<file path="config.mk">
export PLATFORM = sky130hd
export DESIGN_NAME = casc_timer_group
export DESIGN_NICKNAME = d
export VERILOG_FILES = /design/src/rtl/tg_pkg.sv /design/src/rtl/tg_prescaler.sv /design/src/rtl/tg_channel.sv /design/src/rtl/casc_timer_group.sv
export SDC_FILE = /design/constraint.sdc
export NUM_CORES = 1
export LEC_CHECK = 0
export ABC_AREA = 1
export BUFFER_PORTS_ARGS = -buffer_cell sky130_fd_sc_hd__clkbuf_2
export CORE_MARGIN = 4
export CORE_UTILIZATION = 31
export CTS_CLUSTER_DIAMETER = 150
export DETAILED_ROUTE_END_ITERATION = 10
export PLACE_DENSITY_LB_ADDON = 0.25
export SYNTH_ARGS = -nofsm -noshare
export SYNTH_HDL_FRONTEND = slang
export SYNTH_SLANG_ARGS = --single-unit
</file>
<file path="constraint.sdc">
create_clock -name clk_i -period 6.2 [get_ports clk_i]
set_input_delay 0.93 -clock clk_i [delete_from_list [all_inputs] [get_ports clk_i]]
set_output_delay 0.93 -clock clk_i [all_outputs]
set_load 0.01 [all_outputs]
</file>
<file path="src/rtl/tg_pkg.sv">
package tg_pkg;
  localparam int unsigned NUM_TMR       = 4;
  localparam int unsigned NUM_PAIRS     = NUM_TMR - 1;
  localparam int unsigned DW            = 32;
  localparam int unsigned AW            = 9;
  localparam int unsigned PSC_W         = 2;
  localparam int unsigned BASE_DIV_LOG2 = 3;
  localparam int unsigned PSC_CNT_W     = BASE_DIV_LOG2 + (1 << PSC_W) - 1;
  localparam int unsigned TSEL_W        = $clog2(NUM_TMR);
  localparam int unsigned RSEL_LSB      = 4;
  localparam int unsigned TSEL_LSB      = 6;
  localparam int unsigned CASC_LSB      = 0;
  localparam int unsigned DIV_LSB       = 8;
  localparam int unsigned ROLL_LSB      = 24;
  localparam logic [AW-1:0] CTRL_ADDR   = AW'(9'h100);
  localparam logic [DW-1:0] CTRL_MASK   =
      DW'(((1 << NUM_PAIRS) - 1) << ROLL_LSB) |
      DW'(((1 << NUM_PAIRS) - 1) << CASC_LSB) |
      DW'(((1 << PSC_W) - 1) << DIV_LSB);

  typedef enum logic [1:0] {
    RS_CUR  = 2'd0,
    RS_BASE = 2'd1,
    RS_VEC  = 2'd2,
    RS_DST  = 2'd3
  } reg_sel_e;
endpackage

</file>
<file path="src/rtl/tg_prescaler.sv">
module tg_prescaler
  import tg_pkg::*;
(
  input  logic             clk_i,
  input  logic             rst_ni,
  input  logic [PSC_W-1:0] sel_i,
  output logic             tick_o
);
  logic [PSC_CNT_W-1:0] cnt_q;
  logic [PSC_CNT_W-1:0] lim;

  always_comb begin
    lim = '0;
    for (int k = 0; k < (1 << PSC_W); k++) begin
      if (sel_i == PSC_W'(k)) lim = PSC_CNT_W'((1 << (BASE_DIV_LOG2 + k)) - 1);
    end
  end

  // >= so that a shorter divider selected mid-count still wraps at once
  assign tick_o = (cnt_q >= lim);

  always_ff @(posedge clk_i or negedge rst_ni) begin
    if (!rst_ni)     cnt_q <= '0;
    else if (tick_o) cnt_q <= '0;
    else             cnt_q <= cnt_q + 1'b1;
  end
endmodule

</file>
<file path="src/rtl/tg_channel.sv">
module tg_channel
  import tg_pkg::*;
(
  input  logic          clk_i,
  input  logic          rst_ni,
  input  logic          wr_i,
  input  reg_sel_e      sel_i,
  input  logic [DW-1:0] wdata_i,
  input  logic          step_i,
  input  logic          wide_i,
  output logic [DW-1:0] cur_o,
  output logic [DW-1:0] base_o,
  output logic [DW-1:0] vec_o,
  output logic [DW-1:0] dst_o,
  output logic          wrap_o
);
  logic [DW-1:0] cur_q, base_q, vec_q, dst_q;
  logic [DW-1:0] reload;
  logic          ld_cur;
  logic [DW-1:0] ld_val;

  // lower half of a chain uses every bit of its reload word
  assign reload = wide_i ? base_q : {1'b0, base_q[DW-2:0]};
  assign wrap_o = step_i && (cur_q == '0);

  always_comb begin
    ld_cur = 1'b0;
    ld_val = reload;
    if (wr_i && sel_i == RS_CUR) begin
      ld_cur = 1'b1;
    end else if (wr_i && sel_i == RS_BASE && wdata_i[DW-1]) begin
      ld_cur = 1'b1;
      ld_val = {1'b0, wdata_i[DW-2:0]};
    end
  end

  always_ff @(posedge clk_i or negedge rst_ni) begin
    if (!rst_ni) begin
      cur_q <= '0;
    end else if (ld_cur) begin
      cur_q <= ld_val;
    end else if (step_i) begin
      cur_q <= wrap_o ? reload : cur_q - 1'b1;
    end
  end

  always_ff @(posedge clk_i or negedge rst_ni) begin
    if (!rst_ni) begin
      base_q <= DW'(1) << (DW - 1);
      vec_q  <= '0;
      dst_q  <= '0;
    end else if (wr_i) begin
      case (sel_i)
        RS_BASE: base_q <= wdata_i;
        RS_VEC:  vec_q  <= wdata_i;
        RS_DST:  dst_q  <= wdata_i;
        default: ;
      endcase
    end
  end

  assign cur_o  = cur_q;
  assign base_o = base_q;
  assign vec_o  = vec_q;
  assign dst_o  = dst_q;
endmodule

</file>
<file path="src/rtl/casc_timer_group.sv">
module casc_timer_group
  import tg_pkg::*;
(
  input  logic               clk_i,
  input  logic               rst_ni,
  input  logic               wr_i,
  input  logic [AW-1:0]      addr_i,
  input  logic [DW-1:0]      wdata_i,
  output logic [DW-1:0]      rdata_o,
  output logic [NUM_TMR-1:0] irq_o
);
  logic [DW-1:0]                ctrl_q;
  logic                         tick_w;
  logic [NUM_PAIRS-1:0]         chained_w;
  logic [NUM_TMR-1:0][DW-1:0]   cur_w, base_w, vec_w, dst_w;
  logic                         gate_w [NUM_TMR];
  logic                         step_w [NUM_TMR];
  logic                         wrap_w [NUM_TMR];
  logic                         wide_w [NUM_TMR];
  logic                         hit_ctrl, hit_tmr;
  logic [TSEL_W-1:0]            tsel;
  reg_sel_e                     rsel;

  assign hit_ctrl = (addr_i == CTRL_ADDR);
  assign hit_tmr  = !addr_i[AW-1] && (addr_i[RSEL_LSB-1:0] == '0);
  assign tsel     = addr_i[TSEL_LSB +: TSEL_W];
  assign rsel     = reg_sel_e'(addr_i[RSEL_LSB +: 2]);

  always_ff @(posedge clk_i or negedge rst_ni) begin
    if (!rst_ni)                ctrl_q <= '0;
    else if (wr_i && hit_ctrl)  ctrl_q <= wdata_i & CTRL_MASK;
  end

  tg_prescaler u_psc (
    .clk_i  (clk_i),
    .rst_ni (rst_ni),
    .sel_i  (ctrl_q[DIV_LSB +: PSC_W]),
    .tick_o (tick_w)
  );

  for (genvar p = 0; p < NUM_PAIRS; p++) begin : g_pair
    assign chained_w[p] = ctrl_q[CASC_LSB + p] & ctrl_q[ROLL_LSB + p];
  end

  for (genvar i = 0; i < NUM_TMR; i++) begin : g_tmr
    // run permission comes from the top of the chain
    if (i == NUM_TMR - 1) begin : g_top
      assign gate_w[i] = !base_w[i][DW-1];
      assign wide_w[i] = 1'b0;
    end else begin : g_mid
      assign gate_w[i] = chained_w[i] ? gate_w[i+1] : !base_w[i][DW-1];
      assign wide_w[i] = chained_w[i];
    end

    if (i == 0) begin : g_first
      assign step_w[i] = tick_w & gate_w[i];
    end else begin : g_next
      assign step_w[i] = chained_w[i-1] ? wrap_w[i-1] : (tick_w & gate_w[i]);
    end

    assign irq_o[i] = wrap_w[i] & !wide_w[i];

    tg_channel u_ch (
      .clk_i   (clk_i),
      .rst_ni  (rst_ni),
      .wr_i    (wr_i && hit_tmr && (tsel == TSEL_W'(i))),
      .sel_i   (rsel),
      .wdata_i (wdata_i),
      .step_i  (step_w[i]),
      .wide_i  (wide_w[i]),
      .cur_o   (cur_w[i]),
      .base_o  (base_w[i]),
      .vec_o   (vec_w[i]),
      .dst_o   (dst_w[i]),
      .wrap_o  (wrap_w[i])
    );
  end

  always_comb begin
    rdata_o = '0;
    if (hit_ctrl) begin
      rdata_o = ctrl_q;
    end else if (hit_tmr) begin
      case (rsel)
        RS_CUR:  rdata_o = cur_w[tsel];
        RS_BASE: rdata_o = base_w[tsel];
        RS_VEC:  rdata_o = vec_w[tsel];
        RS_DST:  rdata_o = dst_w[tsel];
        default: rdata_o = '0;
      endcase
    end
  end
endmodule

</file>
## Word-level counts from Yosys, hierarchy flattened

Index checks and enable logic that the tools add are counted.

| storage, ports and cells | value |
|---|---|
| input port bits | 44 |
| logic and storage cells | 153 |
| output and inout port bits | 36 |
| register bits | 526 |

| operators by class | value |
|---|---|
| equal/unequal tests | 10 |
| order comparisons | 2 |
| reduce and logical (&&, ||, !) cells | 55 |
| $add $sub $neg | 5 |
| bitwise gates (word level) | 10 |
| multiplexer cells | 53 |

Operator list:

| kind | number |
|---|---|
| 32-bit two-way mux | 27 |
| 32-bit binary-select mux with 2-bit select | 4 |
| 32-bit zero test | 4 |
| 32-bit case mux with 4 select lines | 1 |
| 32-bit by 1-bit subtractor with 32-bit output, second input constant | 4 |
| 31-bit two-way mux | 2 |
| 6-bit two-way mux | 4 |
| 2-bit AND reduction | 12 |
| 1-bit logical AND | 23 |
| 1-bit two-way mux | 14 |
| 2-bit equality test, second input constant | 6 |
| 1-bit bitwise AND | 10 |
| 9-bit equality test, second input constant | 1 |
| 1-bit zero test | 8 |
| 2-bit nonzero test | 4 |
| 6-bit by 1-bit adder with 6-bit output, second input constant | 1 |
| 2-bit by 1-bit equality test with 1-bit output, second input constant | 3 |
| 6-bit >= comparator | 1 |
| 2-bit zero test | 3 |
| 4-bit zero test | 1 |
| 2-bit by 3-bit < comparator with 1-bit output, second input constant | 1 |
| 3-bit two-way mux | 1 |

## Logic depth before layout (Yosys ltp)

| logic depth | value |
|---|---|
| depth after elaboration | 17 |
| gate-level depth with buffers | 19 |
| gate-level depth less buffers | 18 |

## Hierarchy

A second synthesis with hierarchy kept.

| unflattened totals | value |
|---|---|
| cell total of the unflattened synthesis | 4760 |
| area total of the unflattened synthesis | 31734.2 um2 |

Modules (own cells, without submodules):

| module | cells an instance | instances | area an instance (um2) |
|---|---|---|---|
| tg_channel | 869 | 4 | 6531.3 |
| casc_timer_group | 1237 | 1 | 5218.8 |
| tg_prescaler | 47 | 1 | 390.4 |

## Least setup slack after synthesis

OpenSTA, ideal clock, no wires.

| timing path | value |
|---|---|
| path type | in2out |
| from | in addr_i[4] |
| to | out rdata_o[18] |
| data arrival time | 2.425 ns |
| slack | 2.845 ns |
| stages on the path | 6 |
| cell sequence | clkbuf_1 > nor2_1 > clkbuf_1 > buf_1 > a221oi_1 > nor3_1 |

| on the way | value |
|---|---|
| longest elaborated chain between the ends | 4 |
| elaborated cells on any way between the ends | 8 |
| those cells by class | eq/ne: 4; mux: 3; reduce/logical: 1 |

RTL lines:

| item | RTL line | text |
|---|---|---|
| from (decl) | casc_timer_group.sv:7 | `input logic [AW-1:0] addr_i,` |
| 2-bit equality test, or another cell as far along | casc_timer_group.sv:84 | `case (rsel)` |
| 32-bit case mux with 4 select lines | casc_timer_group.sv:84 |  |
| 32-bit two-way mux | casc_timer_group.sv:83 | `end else if (hit_tmr) begin` |
| 32-bit two-way mux * | casc_timer_group.sv:81 | `if (hit_ctrl) begin` |
| to (decl) | casc_timer_group.sv:9 | `output logic [DW-1:0] rdata_o,` |

Every way passes the cells marked *; elsewhere a longest branch is shown, timed or not.

## Worst setup path after layout

| timing path | value |
|---|---|
| from | reg ctrl_q[9] |
| to | out irq_o[3] |

| on the way | value |
|---|---|
| longest elaborated chain between the ends | 14 |
| elaborated cells on any way between the ends | 20 |
| those cells by class | order compare: 1; eq/ne: 3; mux: 7; bitwise: 4; reduce/logical: 5 |

RTL lines:

| item | RTL line | text |
|---|---|---|
| from (decl) | casc_timer_group.sv:12 | `logic [DW-1:0] ctrl_q;` |
| from (signal assigned) | casc_timer_group.sv:31 | `else if (wr_i && hit_ctrl) ctrl_q <= wdata_i & CTRL_MASK;` |
| 2-bit zero test | tg_prescaler.sv:15 | `if (sel_i == PSC_W'(k)) lim = PSC_CNT_W'((1 << (BASE_DIV_LOG2 + k)) - 1);` |
| 3-bit two-way mux | tg_prescaler.sv:15 |  |
| 6-bit two-way mux (2 in a row) | tg_prescaler.sv:15 |  |
| 6-bit two-way mux * | tg_prescaler.sv:15 |  |
| 6-bit >= comparator * | tg_prescaler.sv:20 | `assign tick_o = (cnt_q >= lim);` |
| 1-bit bitwise AND | casc_timer_group.sv:56 | `assign step_w[i] = tick_w & gate_w[i];` |
| 1-bit logical AND | tg_channel.sv:24 | `assign wrap_o = step_i && (cur_q == '0);` |
| 1-bit two-way mux | casc_timer_group.sv:58 | `assign step_w[i] = chained_w[i-1] ? wrap_w[i-1] : (tick_w & gate_w[i]);` |
| 1-bit logical AND | tg_channel.sv:24 |  |
| 1-bit two-way mux | casc_timer_group.sv:58 |  |
| 1-bit logical AND | tg_channel.sv:24 |  |
| 1-bit two-way mux * | casc_timer_group.sv:58 |  |
| 1-bit logical AND * | tg_channel.sv:24 |  |
| to (decl) | casc_timer_group.sv:10 | `output logic [NUM_TMR-1:0] irq_o` |

Marked as above.

==> flow_summary.yaml <==
die:
  start_util: 0.314
  rows: 111
  die_x_um: 314
  die_y_um: 314
  io_pins: 80
  core_area_um2: 92100
  die_area_um2: 98300
logic_synthesis:
  syn_area_per_cell_um2: 7.89
  ys_ff_latch: 526
  async_flop_share: 1.00
  ys_warn_count: 0
  synth_cell_types: 62
  synth_area_leaders: "dfrtp_1 45%, nand2_1 11%, o21ai_0 8.1%"
  synthesis.area_um2: 28900
  yosysSeqAreaShare: 0.455
  synth_edf_count: 0
  synth_nets: 3723
  netlist.area_leader.share: 0.451
  synth_ff_type: "dfrtp_1"
  synthCells: 3669
  synth_top_area_cell: "dfrtp_1"
setup_path:
  crit_type: "reg2out"
  path_depth: 17
  crit_path_start_kind: "flop"
  cp_num_buf_inv: 2
  worstPathRequired_ps: 5270
  cpLargestDelayFamily: "simple AND/OR/NAND/NOR gates"
  rrSetupSlack_ps: 2460
  crit_path_end_kind: "output port"
  cpMaxStageDelayCell: "dfrtp_1"
  rr_worst_depth: 18
  cp_common_cell: "nand2_1"
  cp_slowest_stage_delay_ps: 430
  worstPathMaxFanout: 26
  crit_chain: "nor2_1 > ha_1 > nand2_1 > nor2_1 > nand2_1 > nand3_2 > nand2_1 > nor2_2 > nand3_1 > nand2_2 > nand3_2 > nand2_1 > nand3_2 > nand2_4 > nand2_4 > inv_1 > clkbuf_2"
  cp.arrival_ps: 4130
grt:
  grt_max_degree: 151
  grt_use_total: 0.234
  grt_pass1_wl_um: 174000
  gr-total-overflow: 0
  antenna_found_initial: 3
  grt_pass1_vias: 25258
timing:
  hold_ws_ps: 236
  fmax_mhz: 197
  relSlewSlack: 0.0598
  tns_ps: 0
  period_share: 0.817
  finalSetupViolCount: 0
  finalClockSkew_ps: 28.5
  finalMaxSlewViolations: 0
  rsz0062_at_grt: "no"
  fin_crit_ps: 5060
  hold_violations: 0
  worstMarginPinSlew_ps: 1400
clock_network:
  cts_buffer_depth: 3
  ctsHoldBuffers: 0
  numCtsBuffers: 66
  clk_latency_ps: 640
  cts.sinks: 526
  clk_pin_slew_ps: 60
  cts-htree-levels: 3
  postCtsResizedCells: 0
  cts_tree: "built"
  cts_setup_buffers: 0
  cts_root_buf: "clkbuf_16"
detailed_routing:
  drt_iter0_drc: 3258
  via_per_inst: 5.50
  drt_wl_total_um: 118000
  drc: 0
  avgRoutedWirePerCell_um: 23.9
  first_pass_iters: 6
  vias: 27172
  drt.antenna.violating_nets: 0
power_and_ir_drop:
  pwr_density_cell_nw_per_um2: 338
  ir_drop_v: 0.000179
  totalPowerFinal_uw: 11100
  p_leak_uw: 0.0146
place:
  portBuffers: 79
  hpwl_um: 83000
  gpl.final_weighted_congestion: 0.979
  dp_cells: 4815
layout:
  fin_util: 0.356
  area_growth_pct: 13.4
  final_layout_size_suffix_gt1_frac: 0.101
  stdcell_count: 4939
  nNetsFinal: 3694
run:
  maxCapViolCount: 0
hold_path:
  hold_class: "in2async"
outcome:
  status: "complete, no violations"
-- metrics by stage --
stage | area [um2] | setup WS [ps]
finish | 32800 | 1140
global placement | 30500 | 1730
detailed placement | 30500 | 1730
floorplan | 28900 | 2850
CTS | 32800 | 1130
global route | 32800 | 906
-- final timing paths --
kind,start,endpoint
min reg2reg,g_tmr[1].u_ch.vec_o[5],g_tmr[1].u_ch.vec_o[5]
min in group clk_i,g_tmr[1].u_ch.vec_o[5],g_tmr[1].u_ch.vec_o[5]
max,ctrl_q[9],irq_o[3]
max reg2reg,ctrl_q[9],g_tmr[3].u_ch.cur_o[16]
min,rst_ni,g_tmr[0].u_ch.base_o[5]
max in group asynchronous,rst_ni,g_tmr[3].u_ch.dst_o[20]
-- sequential cells by signal, summed over array words and instances, names as in the netlist --
signal             count
g_tmr.u_ch.base_o    128
g_tmr.u_ch.cur_o     128
g_tmr.u_ch.dst_o     128
g_tmr.u_ch.vec_o     128
ctrl_q                 8
u_psc.cnt_q            6
-- Yosys cell counts, drive strengths merged, types with 46 or more instances --
cell    number
nand2      886
dfrtp      522
o21ai      485
inv        353
nor2       278
a22oi      196
clkbuf     180
nand3      129
xor2        84
a21oi       72
a31oi       64
o211ai      62
nor3        55
buf         49
o22ai       49
a221oi      46
-- cell families after synthesis --
kind of cell    share of synthesized area
simple gates                        0.209
compound gates                      0.225
buf+inv                            0.0788
flops                               0.455
xor+xnor                           0.0282
fa+ha+maj                         0.00432
other cells                      0.000130
-- layout by cell type, fill, tap and decap left out, types with 46 or more instances in the layout --
cell type / n
clkbuf_2: 78
dfrtp_1: 522
a21oi_1: 61
o211ai_1: 62
a31oi_1: 64
a221oi_1: 46
nand2_1: 862
xor2_1: 84
nor2_1: 248
nand3_1: 106
o22ai_1: 49
inv_1: 331
buf_4: 48
o21ai_0: 471
nor3_1: 49
clkbuf_16: 67
a22oi_1: 196
-- where the power goes --
part	leakage (uW)	internal (uW)	switching (uW)
clock	0.00113	2420	1670
combinational	0.00680	918	1700
sequential	0.00668	3830	552
total	0.0146	7170	3920
-- routing by layer --
| metal | vias up | track usage | wire (um) |
|---|---|---|---|
| li1 | 12430 | - | - |
| met1 | 13380 | 0.352 | 54500 |
| met2 | 1191 | 0.339 | 49200 |
| met3 | 169 | 0.0486 | 10700 |
| met4 | 2 | 0.0658 | 3390 |
| met5 | - | 0 | 13 |
-- final cells by class --
| cell class | instances | area [um2] |
|---|---|---|
| diodes | 3 | 7.51 |
| clock buffers | 97 | 1990 |
| clock inverters | 24 | 320 |
| fillers | 9682 | 59300 |
| inverters | 355 | 1340 |
| multi-input cells | 2559 | 13600 |
| flip-flops and latches | 526 | 13200 |
| well taps | 1243 | 1560 |
| repair buffers | 132 | 866 |
-- worst register-to-register path: stages (launching register included) --
cell	delay [ps]
dfrtp_1	430
nor2_1	90
ha_1	290
nand2_1	50
nor2_1	80
nand2_1	70
nand3_2	210
nand2_1	110
nor2_2	320
nand3_1	170
nand2_2	210
nand3_2	110
nand2_1	130
nand3_2	160
nand3_2	450
buf_4	480
nand2_1	130
inv_1	70
a21oi_1	60
No activity file was read; power rests on OpenSTA's default activity.
